[src/rtl/fwp_pkg.sv]
package fwp_pkg;
  localparam int unsigned DATA_W   = 8;
  localparam int unsigned UNLOCK_W = 4;
  localparam logic [UNLOCK_W-1:0] UNLOCK_KEY = UNLOCK_W'(2);

  typedef enum logic {
    SEL_CTRL   = 1'b0,
    SEL_UNLOCK = 1'b1
  } reg_sel_e;

  localparam int unsigned RD_PERM_BIT = UNLOCK_W;
  localparam int unsigned WR_PERM_BIT = UNLOCK_W + 1;
endpackage

[src/rtl/fwp_pwe_reg.sv]
module fwp_pwe_reg (
  input  logic clk_i,
  input  logic rst_ni,
  input  logic wr_i,
  input  logic wdata_i,
  input  logic irq_en_i,
  input  logic clr_i,
  output logic pwe_o
);
  logic pwe_q;

  always_ff @(posedge clk_i or negedge rst_ni) begin
    if (!rst_ni)               pwe_q <= 1'b0;
    else if (clr_i)            pwe_q <= 1'b0;   // byte done beats software set
    else if (wr_i && !irq_en_i) pwe_q <= wdata_i;
  end

  assign pwe_o = pwe_q;

  assert_self_clear_R5: assert property (@(posedge clk_i) disable iff (!rst_ni)
    clr_i |=> !pwe_q);

  assert_irq_lock_R6: assert property (@(posedge clk_i) disable iff (!rst_ni)
    (irq_en_i && !clr_i) |=> $stable(pwe_q));
endmodule

[src/rtl/fwp_unlock_reg.sv]
module fwp_unlock_reg
  import fwp_pkg::*;
(
  input  logic                clk_i,
  input  logic                rst_ni,
  input  logic                wr_i,
  input  logic [UNLOCK_W-1:0] wdata_i,
  output logic [UNLOCK_W-1:0] unlock_o,
  output logic                key_ok_o
);
  logic [UNLOCK_W-1:0] unlock_q;

  always_ff @(posedge clk_i or negedge rst_ni) begin
    if (!rst_ni)   unlock_q <= '0;
    else if (wr_i) unlock_q <= wdata_i;
  end

  assign unlock_o = unlock_q;
  assign key_ok_o = (unlock_q == UNLOCK_KEY);

  assert_unlock_load_R9: assert property (@(posedge clk_i) disable iff (!rst_ni)
    wr_i |=> unlock_q == $past(wdata_i));
endmodule

[src/rtl/fwp_steer.sv]
module fwp_steer (
  input  logic xmove_wr_i,
  input  logic pwe_i,
  input  logic key_ok_i,
  output logic mem_sel_o,
  output logic ram_wr_o,
  output logic flash_wr_o,
  output logic wr_err_o
);
  always_comb begin
    mem_sel_o  = pwe_i;
    ram_wr_o   = xmove_wr_i && !pwe_i;
    flash_wr_o = xmove_wr_i && pwe_i && key_ok_i;
    wr_err_o   = xmove_wr_i && pwe_i && !key_ok_i;
  end

  always_comb begin
    assert_one_target_R4: assert ($onehot0({ram_wr_o, flash_wr_o, wr_err_o}));
  end
endmodule

[src/rtl/fwp_ctrl.sv]
module fwp_ctrl
  import fwp_pkg::*;
(
  input  logic              clk_i,
  input  logic              rst_ni,
  input  logic              reg_we_i,
  input  logic              reg_sel_i,
  input  logic [DATA_W-1:0] reg_wdata_i,
  output logic [DATA_W-1:0] reg_rdata_o,
  input  logic              irq_en_i,
  input  logic              secure_i,
  input  logic              xmove_wr_i,
  input  logic              flash_byte_done_i,
  output logic              mem_sel_o,
  output logic              ram_wr_o,
  output logic              flash_wr_o,
  output logic              wr_err_o,
  output logic              rd_perm_o,
  output logic              wr_perm_o
);
  logic                pwe;
  logic                key_ok;
  logic [UNLOCK_W-1:0] unlock;
  logic                ctrl_wr, unl_wr;

  assign ctrl_wr = reg_we_i && (reg_sel_e'(reg_sel_i) == SEL_CTRL);
  assign unl_wr  = reg_we_i && (reg_sel_e'(reg_sel_i) == SEL_UNLOCK);

  fwp_pwe_reg u_pwe (
    .clk_i    (clk_i),
    .rst_ni   (rst_ni),
    .wr_i     (ctrl_wr),
    .wdata_i  (reg_wdata_i[0]),
    .irq_en_i (irq_en_i),
    .clr_i    (flash_byte_done_i),
    .pwe_o    (pwe)
  );

  fwp_unlock_reg u_unlock (
    .clk_i    (clk_i),
    .rst_ni   (rst_ni),
    .wr_i     (unl_wr),
    .wdata_i  (reg_wdata_i[UNLOCK_W-1:0]),
    .unlock_o (unlock),
    .key_ok_o (key_ok)
  );

  fwp_steer u_steer (
    .xmove_wr_i (xmove_wr_i),
    .pwe_i      (pwe),
    .key_ok_i   (key_ok),
    .mem_sel_o  (mem_sel_o),
    .ram_wr_o   (ram_wr_o),
    .flash_wr_o (flash_wr_o),
    .wr_err_o   (wr_err_o)
  );

  assign rd_perm_o = !secure_i;
  assign wr_perm_o = key_ok && !secure_i;

  always_comb begin
    reg_rdata_o = '0;
    if (reg_sel_e'(reg_sel_i) == SEL_CTRL) begin
      reg_rdata_o[0] = pwe;
    end else begin
      reg_rdata_o[UNLOCK_W-1:0] = unlock;
      reg_rdata_o[RD_PERM_BIT]  = rd_perm_o;
      reg_rdata_o[WR_PERM_BIT]  = wr_perm_o;
    end
  end

  always_comb begin
    assert_wr_implies_rd_R8: assert (!wr_perm_o || rd_perm_o);
  end

  assert_flash_needs_key_R3: assert property (@(posedge clk_i) disable iff (!rst_ni)
    flash_wr_o |-> (unlock == UNLOCK_KEY) && mem_sel_o);

  assert_ram_path_R2: assert property (@(posedge clk_i) disable iff (!rst_ni)
    (xmove_wr_i && !mem_sel_o) |-> ram_wr_o && !flash_wr_o);
endmodule

[config.mk]
export PLATFORM = sky130hd
export DESIGN_NAME = fwp_ctrl
export DESIGN_NICKNAME = d
export VERILOG_FILES = /design/src/rtl/fwp_pkg.sv /design/src/rtl/fwp_pwe_reg.sv /design/src/rtl/fwp_unlock_reg.sv /design/src/rtl/fwp_steer.sv /design/src/rtl/fwp_ctrl.sv
export SDC_FILE = /design/constraint.sdc
export NUM_CORES = 1
export LEC_CHECK = 0
export BUFFER_PORTS_ARGS = -buffer_cell sky130_fd_sc_hd__buf_2
export CORE_AREA = 8 8 45 47
export CTS_BUF_LIST = sky130_fd_sc_hd__clkbuf_8 sky130_fd_sc_hd__clkbuf_16
export DETAILED_ROUTE_END_ITERATION = 10
export DIE_AREA = 0 0 53 55
export PLACE_DENSITY_LB_ADDON = 0.15
export SLEW_MARGIN = 5
export SYNTH_ARGS = -nofsm -noshare
export SYNTH_HDL_FRONTEND = slang
export SYNTH_SLANG_ARGS = --single-unit
[constraint.sdc]
create_clock -name clk_i -period 1.89 [get_ports clk_i]
set_input_delay 0 -clock clk_i [delete_from_list [all_inputs] [get_ports clk_i]]
set_output_delay 0 -clock clk_i [all_outputs]
set_load 0.1 [all_outputs]
Yosys cells after proc, flatten, opt, wreduce, memory -nomap -nowiden
Index checks and enable logic that the tools add are counted.

Register bits after elaboration: 5. Bits of input ports: 16. Output and inout bits: 14. Word-level logic and storage cells: 21.

Equal/unequal tests: 1. Multiplexer cells: 4. Bitwise operators: 1. Reductions and logical operators: 13.

Operators by type and width (count): $logic_and A1 B1 Y1 (8); $mux W5 (1); $eq A4 B2 Y1 const B (1); $logic_not A1 Y1 (4); $mux W1 (3); $reduce_bool A2 Y1 (1); $not A1 Y1 (1).

Depth between registers and ports, before layout
Gate-level depths: netlist of the first run.

Depth after elaboration: 5. Mapped depth: 2. Mapped depth without buffers: 2.

Cells and area by module
Synthesis of the first run repeated with hierarchy kept, for this count alone.

Cell total of the unflattened synthesis: 31. Area, all modules: 334.1 µm².

Modules (own cells, without submodules): fwp_unlock_reg (times used 1, cells each 9, area an instance 153.9 µm², seq. area each 100.1 µm²); fwp_ctrl (times used 1, cells each 13, area an instance 91.3 µm², seq. area each 0.0 µm²); fwp_pwe_reg (times used 1, cells each 5, area an instance 55.1 µm², seq. area each 25.0 µm²); fwp_steer (times used 1, cells each 4, area an instance 33.8 µm², seq. area each 0.0 µm²).

Worst setup path after synthesis of the first run
Ideal clock, no wire load.

Kind: input to output. From: in secure_i. To: out reg_rdata_o[5]. Arrival time: 2835 ps. Data required time: 1890 ps. Setup slack: -945 ps. Stages on the path: 2. Buffers on the path: 0. Path through: nor2b_1 -> nor2b_1.

Cells in the longest elaborated chain, start to end: 3.

Ends and longest elaborated chain: start: declaration (RTL line fwp_ctrl.sv:11) `input logic secure_i,`; $logic_not A1 Y1 (RTL line fwp_ctrl.sv:59) `assign wr_perm_o = key_ok && !secure_i;`; $logic_and A1 B1 Y1 (RTL line fwp_ctrl.sv:59); $mux W5 (RTL line fwp_ctrl.sv:63) `if (reg_sel_e'(reg_sel_i) == SEL_CTRL) begin`; end: declaration (RTL line fwp_ctrl.sv:9) `output logic [DATA_W-1:0] reg_rdata_o,`.

No other way between the ends.

Worst setup path in the final report of the first run
From: reg u_unlock.unlock_q[0], in the netlist u_unlock.unlock_o[0]. To: out flash_wr_o.

Cells in the longest elaborated chain, start to end: 2.

Ends and longest elaborated chain: start: declaration (RTL line fwp_unlock_reg.sv:11) `logic [UNLOCK_W-1:0] unlock_q;`; start signal: assignment (RTL line fwp_unlock_reg.sv:15) `else if (wr_i) unlock_q <= wdata_i;`; $eq A4 B2 Y1 (RTL line fwp_unlock_reg.sv:19) `assign key_ok_o = (unlock_q == UNLOCK_KEY);`; $logic_and A1 B1 Y1 (RTL line fwp_steer.sv:13) `flash_wr_o = xmove_wr_i && pwe_i && key_ok_i;`; end: declaration (RTL line fwp_ctrl.sv:16) `output logic flash_wr_o,`.

No other way between the ends.

==> metrics, run 1 <==
Placed Area=455 um2; clk slew on worst S/H paths=40 ps; crit end category=output port; TritonCTS clock tree=done; setup bufs post-CTS=0; RR Startpoint=u_unlock.unlock_o[2]$_DFFE_PN0P_; Root Buffer=clkbuf_8; critical-path maximum fanout=4; Post-synth ARST share=100%; crit share post-route=91.8%; Synth Area in XOR/XNOR=0%; fmax=0.576 GHz; Initial DRC Count=1; Hold Path Class=primary input to flop; Synth Area in Compound Gates=0%; hold endpoint=u_unlock.unlock_o[2]$_DFFE_PN0P_; WP data required=approximately 1900 ps; GP Congestion=0.665; via/cell ratio=roughly 3.9; number of synthesized register bits=5; Period minus WS final=1740 ps; yosys warns=0; Mapped Area=between 300 and 400 um2; Clock Skew=0 ps; Synth Flop Type=dfrtp_1; first-pass GRT wire length=1260 um; area share of the largest cell type after synthesis=39.8%; Simple-Gate Fraction of Synth Area=31.9%; post-DP HPWL=a little over 700 um; total number of vias=288; largest net degree at the start of global routing=8; total gr overflow=0; layout cells sized above 1=59.6%; initial antenna violation count=0; Final ANT Viol Nets=0; WL/cell=~11 um; Die W=53 um; Sink Count=5; Max Cap Viol=0; R2R depth=1; Final #Nets=74; post-route DRC violation count=0; kind of critical path=flop to output port; r2r setup slk=1080 ps; CP arrival=1740 ps; IO Count=30; setup TNS=0 ps; most frequent cells after synthesis=dfrtp_1, mux2_1, and2_1, nor2b_1; post-layout util=36.9%; CP Launch Type=flop; clk_lat worst skew=220 ps; leading area contributor after synthesis=dfrtp_1; global-route usage over all layers=under 10%; final hold violation count=1; top post-synthesis cells by area=dfrtp_1, mux2_1, and2_1, nor2b_1, buf_4; Die Area=0.00292 mm2; outcome=finished with violations; Cells after DPL=68; vias in the first global route=around 280; RSZ-0062 raised after global routing=no; Post-Synthesis Cells=30; TritonRoute pass-1 iters=2; largest family of logic cells by synthesized area=simple AND/OR/NAND/NOR gates; Core Box Area=0.00138 mm2; adder-cell share of the synthesized area=0%; Final Instance Count excl. Fillers=73; failing checks=hold timing; n_diodes=0; fraction of synthesized area in multiplexers=21.1%; Final Max Slew Viols=0; hold depth=2; pwr/cell area=1020 mW/mm2; Distinct cells, synth=15; VDD IR max=518 uV; Mapped Avg Cell Area=between 10 and 15 um2; Final WS setup=roughly 150 ps; Pleak=0.272 nW; most common cell in the netlist=dfrtp_1; dpl ws=~380 ps; num rows=14; sequential-to-total area share from yosys stat=39.8%; hold_sp=reg_wdata_i[2]; initial core utilization=~23%; Inserted Clock Buffers=3; Post-synth EDFFs=0; CTS Buffer Depth=2; Finished Cell Area=510 um2; area delta synth->final=62.6%; routed wire length=about 820 um; CTS H-tree depth=1; Final setup viols=0; die height=55 um; Tot Pwr=0.521 mW; Fin Hold WS=-0.172 ps; port bufs=23; RR Endpoint=u_unlock.unlock_o[2]$_DFFE_PN0P_
[layout by cell type (no fill, tap or decap)]
cell type	Yosys	final
or4b_4	1	1
nor2b_4	1	1
nor2_2	0	1
mux2_2	1	1
dlygate4sd3_1	0	1
dfrtp_1	5	5
nand2_1	2	2
nor3b_1	1	1
and2_1	3	3
inv_1	1	2
mux2i_1	1	1
nor2_4	0	1
nor2b_2	0	3
mux2_1	4	4
nand2b_1	2	2
buf_2	0	23
clkbuf_8	0	3
conb_1	1	2
[cell families (layout without fill, tap and decap cells)]
logic type,Yosys count,after routing
mux,6,6
simple gates,15,15
buf+inv,3,29
other cells,1,2
flops,5,5
[routing by layer]
metal	part of all wire (%)	GRT usage, %	up-vias
met5	0	0	-
met4	0	3.88	0
met3	15	2.94	0
met2	53	10.5	12
met1	32	5.53	129
li1	-	-	147
[state kept, by name (all words and copies together) (netlist names)]
| name | count |
|---|---|
| u_pwe.pwe_o | 1 |
| u_unlock.unlock_o | 4 |
[final cells by class]
type                       count  area [um2]
clock buffer                   3        41.3
fill                         142         873
multi-input combinational     23         191
clock inverter                 1        3.75
inverter                       1        3.75
timing repair buffer          24         125
sequential                     5         125
tap                           16        20.0
[worst max-delay path: stages, from the launching register on]
cell and delay [ps]:
dfrtp_1 380, or4b_4 590, nor2_4 110, buf_2 430
[worst max path at each step]
stage / slack [ps] / startpoint / endpoint / depth (start not counted)
2_1_floorplan: 60 / reg_sel_i / reg_rdata_o[5] / 2
3_3_place_gp: 380 / u_unlock.unlock_o[0]$_DFFE_PN0P_ / reg_rdata_o[5] / 3
3_5_place_dp: 380 / u_unlock.unlock_o[0]$_DFFE_PN0P_ / flash_wr_o / 3
4_1_cts: 140 / u_unlock.unlock_o[0]$_DFFE_PN0P_ / flash_wr_o / 3
5_1_grt: 100 / u_unlock.unlock_o[0]$_DFFE_PN0P_ / flash_wr_o / 3
6_report: 150 / u_unlock.unlock_o[0]$_DFFE_PN0P_ / flash_wr_o / 3
[where the power goes]
group | total [mW] | switching [mW] | internal [mW]
logic | 0.198 | 0.156 | 0.0417
registers | 0.131 | 0.00983 | 0.121
clock network | 0.191 | 0.0521 | 0.139
total | 0.521 | 0.218 | 0.302
[repair_timing]
action	in CTS	in global routing
gates resized for setup	0	0
endpoints found under the hold margin	5	0
hold buffers	1	0
Note: power is estimated with default switching activity, not from simulation.
==> inputs of run 2 (changes only) <==
PLACE_DENSITY_LB_ADDON = not set   (was 0.15)
==> run 2 against run 1 <==
The flow now finishes without violations. Sequential power about the same. Global-route usage up 0.11 points. Cell count is 2.7% higher. Setup slack improved by 6.2 ps. Core utilization up 1.4 points. Critical path type unchanged.
==> metrics, run 2 (synthesis gave the netlist of run 1 again) <==
Finished Cell Area=531 um2 (+3.9%); commonest non-fill, non-tap cell in the layout=buf_2; initial antenna violation count=0 (unchanged); total number of vias=303 (+5.2%); VDD IR max=247 uV (-52%); Pleak=0.280 nW (+3.1%); Period minus WS final=1730 ps (-6.19 ps); post-route DRC violation count=0 (unchanged); Cells after DPL=68 (unchanged); largest net degree at the start of global routing=8 (unchanged); Placed Area=455 um2 (unchanged); Sink Count=5 (unchanged); IO Count=30 (unchanged); post-layout util=38.3% (+1.4 points); fmax=0.578 GHz (+0.36%); Final Max Slew Viols=0 (unchanged); Max Cap Viol=0 (unchanged); crit end category=output port; hold_sp=reg_wdata_i[1]; Final setup viols=0 (unchanged); CTS Buffer Depth=2 (unchanged); TritonCTS clock tree=done; CTS H-tree depth=1 (unchanged); port bufs=23 (unchanged); Tot Pwr=0.524 mW (+0.59%); Final #Nets=76 (+2.7%); GP Congestion=0.754 (+13%); CP Launch Point=u_unlock.unlock_o[0]$_DFFE_PN0P_; WP data required=1890 ps (about the same); dpl ws=382 ps (+5.80 ps); CP arrival=1730 ps (about the same); outcome=finished clean; TritonRoute pass-1 iters=3 (+1); pwr/cell area=987 mW/mm2 (-3.2%); RR Startpoint=u_unlock.unlock_o[1]$_DFFE_PN0P_; Die Area=0.00292 mm2 (unchanged); routed wire length=832 um (+1.1%); Hold Path Class=primary input to flop; CP Launch Type=flop; num rows=14 (unchanged); n_diodes=0 (unchanged); layout cells sized above 1=57.6% (-2.0 points); vias in the first global route=320 (+14%); WL/cell=11.1 um (-1.6%); Initial DRC Count=2 (+1); Die W=53 um (unchanged); clk_lat worst skew=220 ps (about the same); setup TNS=0 ps (unchanged); RSZ-0062 raised after global routing=no; global-route usage over all layers=6.14% (+0.11 points); final hold violation count=0 (-1); area delta synth->final=68.9%; Root Buffer=clkbuf_8; Final Instance Count excl. Fillers=75 (+2.7%); max reg flops=4 (unchanged); total gr overflow=0 (unchanged); critical-path maximum fanout=4 (unchanged); Final ANT Viol Nets=0 (unchanged); clk slew on worst S/H paths=30 ps (about the same); initial core utilization=22.7% (unchanged); most frequent cells in the layout=buf_2, dfrtp_1, mux2_1; via/cell ratio=4.04 (+2.4%); fill count=149 (+4.9%); first-pass GRT wire length=1250 um (-1.1%); Inserted Clock Buffers=3 (unchanged); Clock Skew=0 ps (unchanged); Final WS setup=161 ps (+6.19 ps); Fin Hold WS=7.00 ps (+7.17 ps); kind of critical path=flop to output port; crit share post-route=91.5% (-0.33 points); Core Box Area=0.00138 mm2 (unchanged); die height=55 um (unchanged)
-- run 2: cell count changes in the layout (fill, tap and decap cells not counted) --
| cell | change |
|---|---|
| dlygate4sd3_1 | +2 |
-- run 2: area by class of cell --
cell class / count / area (um2) / area share [%]
Multi-Input combinational cell: 23 / 191 / 36.1
Inverter: 1 / 3.75 / 0.708
Clock buffer: 3 / 41.3 / 7.78
Timing Repair Buffer: 26 / 145 / 27.4
Tap cell: 16 / 20.0 / 3.77
Sequential cell: 5 / 125 / 23.6
Clock inverter: 1 / 3.75 / 0.708
-- run 2: what timing repair did --
action / 4_1_cts / 5_1_grt
hold buffers: 3 / 0
setup buffers: 0 / 0
resized for setup: 0 / 0
endpoints found under the hold margin: 7 / 0
-- run 2: report_power, final --
part	switching (mW)	total, mW	internal, mW
combinational	0.158	0.202	0.0445
clock	0.0523	0.191	0.139
sequential	0.00898	0.130	0.121
total	0.219	0.524	0.305
-- run 2: per-layer routing --
metal | vias to the layer above | share of wire [%] | track usage [%]
met1 | 125 | 32 | 4.60
met3 | 2 | 25 | 4.81
li1 | 154 | - | -
met2 | 22 | 40 | 9.57
met5 | - | 0 | 0
met4 | 0 | 1.8 | 6.47
-- run 2: worst paths after layout --
| check | to | cells after the start | slack, ps |
|---|---|---|---|
| setup / recovery | reg_rdata_o[5] | 3 | 160 |
| hold / removal | u_unlock.unlock_o[1]$_DFFE_PN0P_ | 2 | 7 |
| setup reg to reg | u_unlock.unlock_o[1]$_DFFE_PN0P_ | 1 | 1090 |
| hold reg to reg | u_unlock.unlock_o[3]$_DFFE_PN0P_ | 1 | 510 |
| max in group asynchronous | u_pwe.pwe_o$_DFFE_PN0P_ | 2 | 1630 |
| min in group asynchronous | u_unlock.unlock_o[3]$_DFFE_PN0P_ | 2 | 130 |
-- run 2: critical path: stages, from the launching register on --
cell	delay (ps)
dfrtp_1	380
or4b_4	590
nor2b_2	120
buf_2	420
